$ cat src/rtl/bcc_pkg.sv
package bcc_pkg;

    typedef enum logic [2:0] {
        ST_IDLE = 3'd0,
        ST_ADDR = 3'd1,
        ST_DATA = 3'd2,
        ST_BOFF = 3'd3,
        ST_HELD = 3'd4
    } bcc_state_t;

    typedef struct packed {
        bcc_state_t state;
        logic       ads_n;
        logic       cache_n;
        logic       oe;
        logic       hlda;
        logic       done;
        logic       pend;
    } bcc_ctl_t;

endpackage

$ cat src/rtl/bcc_req_reg.sv
module bcc_req_reg #(
    parameter int ADDR_W = 32
) (
    input  logic              clk,
    input  logic              rst_n,
    input  logic              load,
    input  logic              wr_i,
    input  logic [ADDR_W-1:0] addr_i,
    input  logic              cacheable_i,
    input  logic              dirty_i,
    output logic              want_now,
    output logic              wr_q,
    output logic              want_q,
    output logic [ADDR_W-1:0] addr_q
);

    logic              wr_d;
    logic              want_d;
    logic [ADDR_W-1:0] addr_d;

    always_comb begin
        want_now = wr_i ? dirty_i : cacheable_i;
        wr_d     = wr_q;
        want_d   = want_q;
        addr_d   = addr_q;
        if (load) begin
            wr_d   = wr_i;
            want_d = want_now;
            addr_d = addr_i;
        end
    end

    always_ff @(posedge clk) begin
        if (!rst_n) begin
            wr_q   <= 1'b0;
            want_q <= 1'b0;
            addr_q <= '0;
        end else begin
            wr_q   <= wr_d;
            want_q <= want_d;
            addr_q <= addr_d;
        end
    end

endmodule

$ cat src/rtl/bcc_beat_ctr.sv
module bcc_beat_ctr #(
    parameter int BURST_BEATS = 4
) (
    input  logic clk,
    input  logic rst_n,
    input  logic clear,
    input  logic fix,
    input  logic fix_burst,
    input  logic beat,
    output logic fixed_q,
    output logic last
);

    localparam int CW = $clog2(BURST_BEATS + 1);
    localparam logic [CW-1:0] LONG = CW'(BURST_BEATS);
    localparam logic [CW-1:0] ONE  = CW'(1);

    logic [CW-1:0] cnt_q, cnt_d;
    logic          burst_q, burst_d;
    logic          fixed_d;
    logic [CW-1:0] target;

    always_comb begin
        if (fixed_q) target = burst_q ? LONG : ONE;
        else         target = fix_burst ? LONG : ONE;
        last    = beat && ((cnt_q + ONE) == target);
        cnt_d   = cnt_q;
        burst_d = burst_q;
        fixed_d = fixed_q;
        if (clear) begin
            cnt_d   = '0;
            fixed_d = 1'b0;
            burst_d = 1'b0;
        end else begin
            if (fix && !fixed_q) begin
                fixed_d = 1'b1;
                burst_d = fix_burst;
            end
            if (beat) cnt_d = cnt_q + ONE;
        end
    end

    always_ff @(posedge clk) begin
        if (!rst_n) begin
            cnt_q   <= '0;
            burst_q <= 1'b0;
            fixed_q <= 1'b0;
        end else begin
            cnt_q   <= cnt_d;
            burst_q <= burst_d;
            fixed_q <= fixed_d;
        end
    end

endmodule

$ cat src/rtl/bus_cycle_ctrl.sv
module bus_cycle_ctrl
    import bcc_pkg::*;
#(
    parameter int ADDR_W      = 32,
    parameter int BURST_BEATS = 4
) (
    input  logic              clk,
    input  logic              rst_n,
    input  logic              req_valid,
    output logic              req_ready,
    input  logic              req_write,
    input  logic [ADDR_W-1:0] req_addr,
    input  logic              req_cacheable,
    input  logic              req_dirty,
    output logic              ads_n,
    output logic              cache_n,
    output logic [ADDR_W-1:0] bus_addr,
    output logic              bus_oe,
    input  logic              ken_n,
    input  logic              brdy_n,
    input  logic              na_n,
    input  logic              boff_n,
    input  logic              hold,
    output logic              hlda,
    output logic              cyc_done
);

    bcc_ctl_t ctl_q, ctl_d;

    logic load, want_now, wr_q, want_q;
    logic bc_clear, bc_fix, bc_beat, fix_burst, fixed_q, last;
    logic busy, in_data;

    bcc_req_reg #(.ADDR_W(ADDR_W)) u_req (
        .clk         (clk),
        .rst_n       (rst_n),
        .load        (load),
        .wr_i        (req_write),
        .addr_i      (req_addr),
        .cacheable_i (req_cacheable),
        .dirty_i     (req_dirty),
        .want_now    (want_now),
        .wr_q        (wr_q),
        .want_q      (want_q),
        .addr_q      (bus_addr)
    );

    bcc_beat_ctr #(.BURST_BEATS(BURST_BEATS)) u_beats (
        .clk       (clk),
        .rst_n     (rst_n),
        .clear     (bc_clear),
        .fix       (bc_fix),
        .fix_burst (fix_burst),
        .beat      (bc_beat),
        .fixed_q   (fixed_q),
        .last      (last)
    );

    // writeback length ignores the cache-enable input
    assign fix_burst = wr_q ? want_q : (want_q && !ken_n);
    assign req_ready = (ctl_q.state == ST_IDLE) && !ctl_q.hlda && !hold && boff_n;
    assign busy      = (ctl_q.state == ST_ADDR) || (ctl_q.state == ST_DATA);
    assign in_data   = (ctl_q.state == ST_DATA);

    always_comb begin
        ctl_d       = ctl_q;
        ctl_d.ads_n = 1'b1;
        ctl_d.done  = 1'b0;
        load        = 1'b0;
        bc_clear    = 1'b0;
        bc_fix      = 1'b0;
        bc_beat     = 1'b0;
        case (ctl_q.state)
            ST_IDLE: begin
                if (!boff_n) begin
                    ctl_d.state = ST_BOFF;
                    ctl_d.oe    = 1'b0;
                    ctl_d.pend  = 1'b0;
                end else if (hold) begin
                    ctl_d.state = ST_HELD;
                    ctl_d.hlda  = 1'b1;
                    ctl_d.oe    = 1'b0;
                end else if (req_valid) begin
                    ctl_d.state   = ST_ADDR;
                    ctl_d.ads_n   = 1'b0;
                    ctl_d.cache_n = !want_now;
                    load          = 1'b1;
                    bc_clear      = 1'b1;
                end
            end
            ST_ADDR: begin
                if (!boff_n) begin
                    ctl_d.state = ST_BOFF;
                    ctl_d.oe    = 1'b0;
                    ctl_d.pend  = 1'b1;
                end else begin
                    ctl_d.state = ST_DATA;
                end
            end
            ST_DATA: begin
                if (!boff_n) begin
                    ctl_d.state = ST_BOFF;
                    ctl_d.oe    = 1'b0;
                    ctl_d.pend  = 1'b1;
                    bc_clear    = 1'b1;
                end else begin
                    bc_beat = !brdy_n;
                    bc_fix  = !fixed_q && (!brdy_n || !na_n);
                    if (!na_n || last) ctl_d.cache_n = 1'b1;
                    if (last) begin
                        ctl_d.state = ST_IDLE;
                        ctl_d.done  = 1'b1;
                    end
                end
            end
            ST_BOFF: begin
                if (boff_n) begin
                    ctl_d.oe   = 1'b1;
                    ctl_d.pend = 1'b0;
                    if (ctl_q.pend) begin
                        ctl_d.state   = ST_ADDR;
                        ctl_d.ads_n   = 1'b0;
                        ctl_d.cache_n = !want_q;
                        bc_clear      = 1'b1;
                    end else begin
                        ctl_d.state   = ST_IDLE;
                        ctl_d.cache_n = 1'b1;
                    end
                end
            end
            ST_HELD: begin
                if (!hold) begin
                    ctl_d.state = ST_IDLE;
                    ctl_d.hlda  = 1'b0;
                    ctl_d.oe    = 1'b1;
                end
            end
            default: ctl_d.state = ST_IDLE;
        endcase
    end

    always_ff @(posedge clk) begin
        if (!rst_n) begin
            ctl_q.state   <= ST_IDLE;
            ctl_q.ads_n   <= 1'b1;
            ctl_q.cache_n <= 1'b1;
            ctl_q.oe      <= 1'b1;
            ctl_q.hlda    <= 1'b0;
            ctl_q.done    <= 1'b0;
            ctl_q.pend    <= 1'b0;
        end else begin
            ctl_q <= ctl_d;
        end
    end

    assign ads_n    = ctl_q.ads_n;
    assign cache_n  = ctl_q.cache_n;
    assign bus_oe   = ctl_q.oe;
    assign hlda     = ctl_q.hlda;
    assign cyc_done = ctl_q.done;

endmodule

$ cat config.mk
export PLATFORM = sky130hd
export DESIGN_NAME = bus_cycle_ctrl
export DESIGN_NICKNAME = d
export VERILOG_FILES = /design/src/rtl/bcc_pkg.sv /design/src/rtl/bcc_req_reg.sv /design/src/rtl/bcc_beat_ctr.sv /design/src/rtl/bus_cycle_ctrl.sv
export SDC_FILE = /design/constraint.sdc
export NUM_CORES = 1
export LEC_CHECK = 0
export BUFFER_PORTS_ARGS = -buffer_cell sky130_fd_sc_hd__clkbuf_2
export CAP_MARGIN = 30
export CORE_MARGIN = 3
export CORE_UTILIZATION = 30
export CTS_CLUSTER_DIAMETER = 60
export DETAILED_ROUTE_END_ITERATION = 16
export MAX_ROUTING_LAYER = met4
export PLACE_DENSITY_LB_ADDON = 0.05
export SETUP_SLACK_MARGIN = 0.05
export SLEW_MARGIN = 40
export SYNTH_ARGS = -nofsm -noshare
export SYNTH_HDL_FRONTEND = slang
export SYNTH_SLANG_ARGS = --single-unit
$ cat constraint.sdc
create_clock -name clk -period 2.49 [get_ports clk]
set_input_delay 0.1245 -clock clk [delete_from_list [all_inputs] [get_ports clk]]
set_output_delay 0.1245 -clock clk [all_outputs]
set_load 0.01 [all_outputs]
# [Word-level counts from Yosys, hierarchy flattened]
# Cells that the tools add are included.
[op_classes] addsub=1 eq_ne=18 muxes=46 n_bitwise=1 n_reduce_logical=30
[op_table] operator="$mux W1" n=25
[op_table] operator="$mux W3" n=8
[op_table] operator="$ne A2 B2 Y1 const B" n=9
[op_table] operator="$pmux W3 S5" n=1
[op_table] operator="$reduce_and A4 Y1" n=3
[op_table] operator="$pmux W1 S3" n=3
[op_table] operator="$logic_not A1 Y1" n=8
[op_table] operator="$mux W2" n=4
[op_table] operator="$logic_and A1 B1 Y1" n=7
[op_table] operator="$reduce_and A7 Y1" n=1
[op_table] operator="$eq A3 B2 Y1 const B" n=2
[op_table] operator="$mux W6" n=1
[op_table] operator="$ne A3 B3 Y1 const B" n=2
[op_table] operator="$reduce_bool A3 Y1" n=2
[op_table] operator="$mux W5" n=1
[op_table] operator="$reduce_and A5 Y1" n=1
[op_table] operator="$ne A4 B4 Y1 const B" n=1
[op_table] operator="$pmux W1 S2" n=2
[op_table] operator="$pmux W1 S4" n=1
[op_table] operator="$reduce_bool A4 Y1" n=1
[op_table] operator="$reduce_or A2 Y1" n=2
[op_table] operator="$add A3 B1 Y3 const B" n=1
[op_table] operator="$eq A3 B1 Y1 const B" n=1
[op_table] operator="$eq A3 B3 Y1" n=1
[op_table] operator="7 further kinds" n=8
[word_totals] register_bits=48 output_inout_bits=38 elab_cells=109

# [Depth between registers and ports, before layout]
[logic_depth] word_depth=11 mapped_depth=7 mapped_depth_nobuf=5

# [Cells and area by module]
# From an unflattened synthesis, not the netlist that was laid out.
[unflattened] cells_unflattened=204 area_unflattened_um2=2127.0
[by_module_without_submodules] module="bcc_req_reg" instances=1 cells_each=111 area_each_um2=1323.8 seq_area_each_um2=680.7
[by_module_without_submodules] module="bus_cycle_ctrl" instances=1 cells_each=68 area_each_um2=561.8 seq_area_each_um2=180.2
[by_module_without_submodules] module="bcc_beat_ctr" instances=1 cells_each=25 area_each_um2=241.5 seq_area_each_um2=100.1

# [Worst setup path after synthesis]
# Ideal clock, no wire load.
[synth_path] kind="flip-flop to flip-flop" startpoint="register ctl_q[6] (netlist bit)" endpoint="register ctl_q[7] (netlist bit)" setup_time_ns=0.115 t_arrival_ns=1.236 required_ns=2.375 setup_slack_ns=1.140 path_stages_with_launch=6 n_path_buf=1 synth_period_minus_slack_ns=1.350 cell_sequence="dfxtp_1 buf_4 nor2_1 and3_1 or3_1 o21a_1"
[synth_via] elab_chain_len=5 word_cells_on_any_way=13 cone_classes="eq/ne: 8; mux: 2; reduce/logical: 3"
[synth_rtl] element="from (decl)" line="bus_cycle_ctrl.sv:28" text="bcc_ctl_t ctl_q, ctl_d;"
[synth_rtl] element="from (signal assigned)" line="bus_cycle_ctrl.sv:152" text="ctl_q <= ctl_d;"
[synth_rtl] element="$eq A3 B2 Y1" line="bus_cycle_ctrl.sv:73" text="case (ctl_q.state)"
[synth_rtl] element="$mux W1" line="bus_cycle_ctrl.sv:73"
[synth_rtl] element="$logic_and A1 B1 Y1" line="bcc_beat_ctr.sv:26" text="last = beat && ((cnt_q + ONE) == target);"
[synth_rtl] element="$ne A3 B3 Y1 (no line)"
[synth_rtl] element="$reduce_and A4 Y1 (no line)"
# Several ways; a longest one is shown, not always the timed one.
# A chain may end at the register's enable or synchronous reset.

# [Worst setup path in the final report]
[layout_path] startpoint="register ctl_q[8] (netlist bit)" endpoint="output port req_ready"
[layout_via] elab_chain_len=4
[layout_rtl] element="$logic_not A3 Y1" line="bus_cycle_ctrl.sv:61" text="assign req_ready = (ctl_q.state == ST_IDLE) && !ctl_q.hlda && !hold && boff_n;"
[layout_rtl] element="$logic_and A1 B1 Y1 (3 in series)" line="bus_cycle_ctrl.sv:61"
[layout_rtl] element="to (decl)" line="bus_cycle_ctrl.sv:10" text="output logic req_ready,"
# No other way between the ends.

==> metrics.cfg <==
[floorplan]
chipWidth_um=89.0
core_um2=6530
start_util_pct=31.7
ios=81
die_h_um=89.0
num_rows=29
die_area_um2=7930

[job]
max_cap_viol_count=0

[routing]
wire_per_inst_um=13.2
first_iter_violations=74
via_count=1889
ant_nets=0
drc_errors=0
via_per_inst=4.75
wirelength_um=5240
drt-pass1-iter-count=4

[power]
combinationalPowerShare_pct=12.3
p_leak_uw=0.00110
p_sw_uw=404
p_sw_share_pct=23.9
pwr-share-clk_pct=38.7
p_int_uw=1290
seqPwrFrac_pct=49.1
peakVddDrop_uv=291
power_density_nw_per_um2=645

[synth]
syn_nets=291
synthCells=247
synthTopCellsByCount=71 x nand2_1, 48 x dfxtp_1, 38 x a21oi_1, 11 x nor2_1, 7 x clkbuf_1
synth-main-ff-cell=dfxtp_1
synth_top_cell_by_area=dfxtp_1
ys_warn_count=0
synth_top_area_share_pct=46.5
yosysMostFrequentCell=nand2_1
synth.distinct_cells=44
synth-edff-count=0
ys_seq_elements=48
synth-async-reset-ratio_pct=0
synth_seq_area_share_pct=46.5
ys_top_cells_by_area=dfxtp_1 46%, nand2_1 13%, a21oi_1 9.2%, buf_6 2.2%, nor2_1 2.0%
avgSynthCellArea_um2=8.37
syn_area_um2=2070

[sta]
fin_tns_setup_ns=0
skew_ns=0.00385
max_freq_mhz=571
rsz0062_at_grt=false
timing.final.crit_share_pct=70.3
hold_viol=0
final_max_slew_viol_count=0
setup_viol=0
fin_crit_ns=1.75
slew_headroom_pct=60.4
worstMarginPinSlew_ns=0.593

[placed_design]
dp_hpwl_um=3680
routabilityCongestion=0.692
placed_area_um2=2490
dp.cells=391
io_buffers=80

[worst_setup_path]
end_kind=output pin
cp-start-kind=flop
r2r_slack_ns=0.77
cp_max_fo=16
rr_endpoint=u_req.want_q$_SDFFE_PN0P_
worstSetupPathType=flop to output pin
ff2ff_path_depth=5
r2r-start=ctl_q[8]$_SDFFE_PN0P_
worstPathArrival_ns=1.63
cp.required_ns=2.37
crit_start=ctl_q[8]$_SDFFE_PN0P_

[cts]
max-clock-path-buffers=2
insertion_delay_ns=0.30
cts_tree=built
h-tree-depth=2
cts_setup_buffers=0
cts_root_buf=clkbuf_8
ctsResizeCount=0
cts.sinks=48
cts_hold_buf=0
cts_made_buffers=5
clkTransAtPathRegs_ns=0.09

[layout]
stdcell_count=398
final_util_pct=40.2
fin_nets=365
stdcell_area_um2=2620
syn2layout_area_growth_pct=26.8
layout-drive-gt1-share_pct=30.2
antenna_cells=0

[grt]
grt_pass1_vias=1757
grt.overflow.total=0
grt_max_degree=37
antenna_found_initial=0
grt_usage_pct=14.3
grt_pass1_wl_um=8540

[hold_path]
worstHoldStart=req_addr[11]
whs_path_depth=3
hold_class=primary input to flop
whs_endpoint=u_req.addr_q[11]$_SDFFE_PN0P_

[status]
status=complete, no violations

[registers in the layout, indices dropped and copies added, names as in the netlist]
| name | count |
|---|---|
| u_req.addr_q | 32 |
| ctl_q | 4 |
| u_beats.cnt_q | 3 |
| ads_n | 1 |
| bus_oe | 1 |
| cache_n | 1 |
| cyc_done | 1 |
| hlda | 1 |
| u_beats.burst_q | 1 |
| u_beats.fixed_q | 1 |
| u_req.want_q | 1 |
| u_req.wr_q | 1 |
[layout by cell type (no fill, tap or decap), types with 2 or more instances in the layout]
cell,netlist,final
inv_1,2,2
nand2_1,71,71
nor4_1,2,2
buf_4,4,2
nor2_1,11,11
o21ai_0,3,3
a211oi_1,4,4
mux2i_1,4,4
xnor2_1,2,2
clkbuf_8,0,5
dfxtp_1,48,48
clkbuf_2,0,80
a21oi_1,38,38
nor2b_1,5,5
o21a_1,4,4
nand3_1,2,2
nor3_1,5,5
bufinv_16,0,2
nand2b_1,4,4
and3_1,2,2
[how the worst max path moves through the flow]
stage	end	slack (ns)	cells after the start
floorplan	ctl_q[7]$_SDFFE_PN0P_	1.14	5
global placement	u_req.addr_q[23]$_SDFFE_PN0P_	0.80	5
detailed placement	u_req.want_q$_SDFFE_PN0P_	0.78	5
CTS	req_ready	0.72	3
global route	u_req.want_q$_SDFFE_PN0P_	0.60	5
finish	req_ready	0.74	3
[metrics by stage]
| step | setup WS (ns) | power (uW) | hold slack [ns] |
|---|---|---|---|
| 2_1_floorplan | 1.14 | 976 | 0.201 |
| 3_3_place_gp | 0.799 | 1060 | 0.349 |
| 3_5_place_dp | 0.777 | 1060 | 0.354 |
| 4_1_cts | 0.722 | 1720 | 0.0230 |
| 5_1_grt | 0.597 | 1780 | 0.0188 |
| 6_report | 0.740 | 1690 | 0.0330 |
[power groups by stage]
stage | logic, uW | clock network (uW) | registers, uW
4_1_cts | 211 | 678 | 830
3_3_place_gp | 210 | 0 | 848
6_report | 208 | 653 | 829
2_1_floorplan | 132 | 0 | 844
3_5_place_dp | 209 | 0 | 847
5_1_grt | 235 | 713 | 836
[critical path: stages (launching register included)]
cell      delay [ns]
dfxtp_1         0.49
nand2b_1        0.30
nor4b_1         0.35
clkbuf_2        0.19
[logic make-up (layout without fill, tap and decap cells)]
group | count (synthesis) | count (layout) | synth area share (%)
xor+xnor | 3 | 3 | 1.27
simple gates | 111 | 111 | 25.1
fa+ha+maj | 1 | 1 | 0.605
buf+inv | 18 | 92 | 5.51
flops | 48 | 48 | 46.5
mux | 4 | 4 | 1.94
compound gates | 62 | 62 | 19.1
[final cells by class]
cell class	instances	area (um2)
Inverter	2	7.51
Sequential cell	48	961
Timing Repair Buffer	83	435
Clock buffer	5	68.8
Tap cell	77	96.3
Multi-Input combinational cell	181	993
Clock inverter	2	60.1
Fill cell	710	3910
[layer usage]
layer | global-route usage, % | wire, um | vias up
met2 | 19.4 | 2190 | 60
met5 | - | 0 | -
met3 | 4.42 | 382 | 5
li1 | - | - | 985
met1 | 20.2 | 2620 | 839
met4 | 4.47 | 54 | 0
Power figures use the tool's default switching activity.
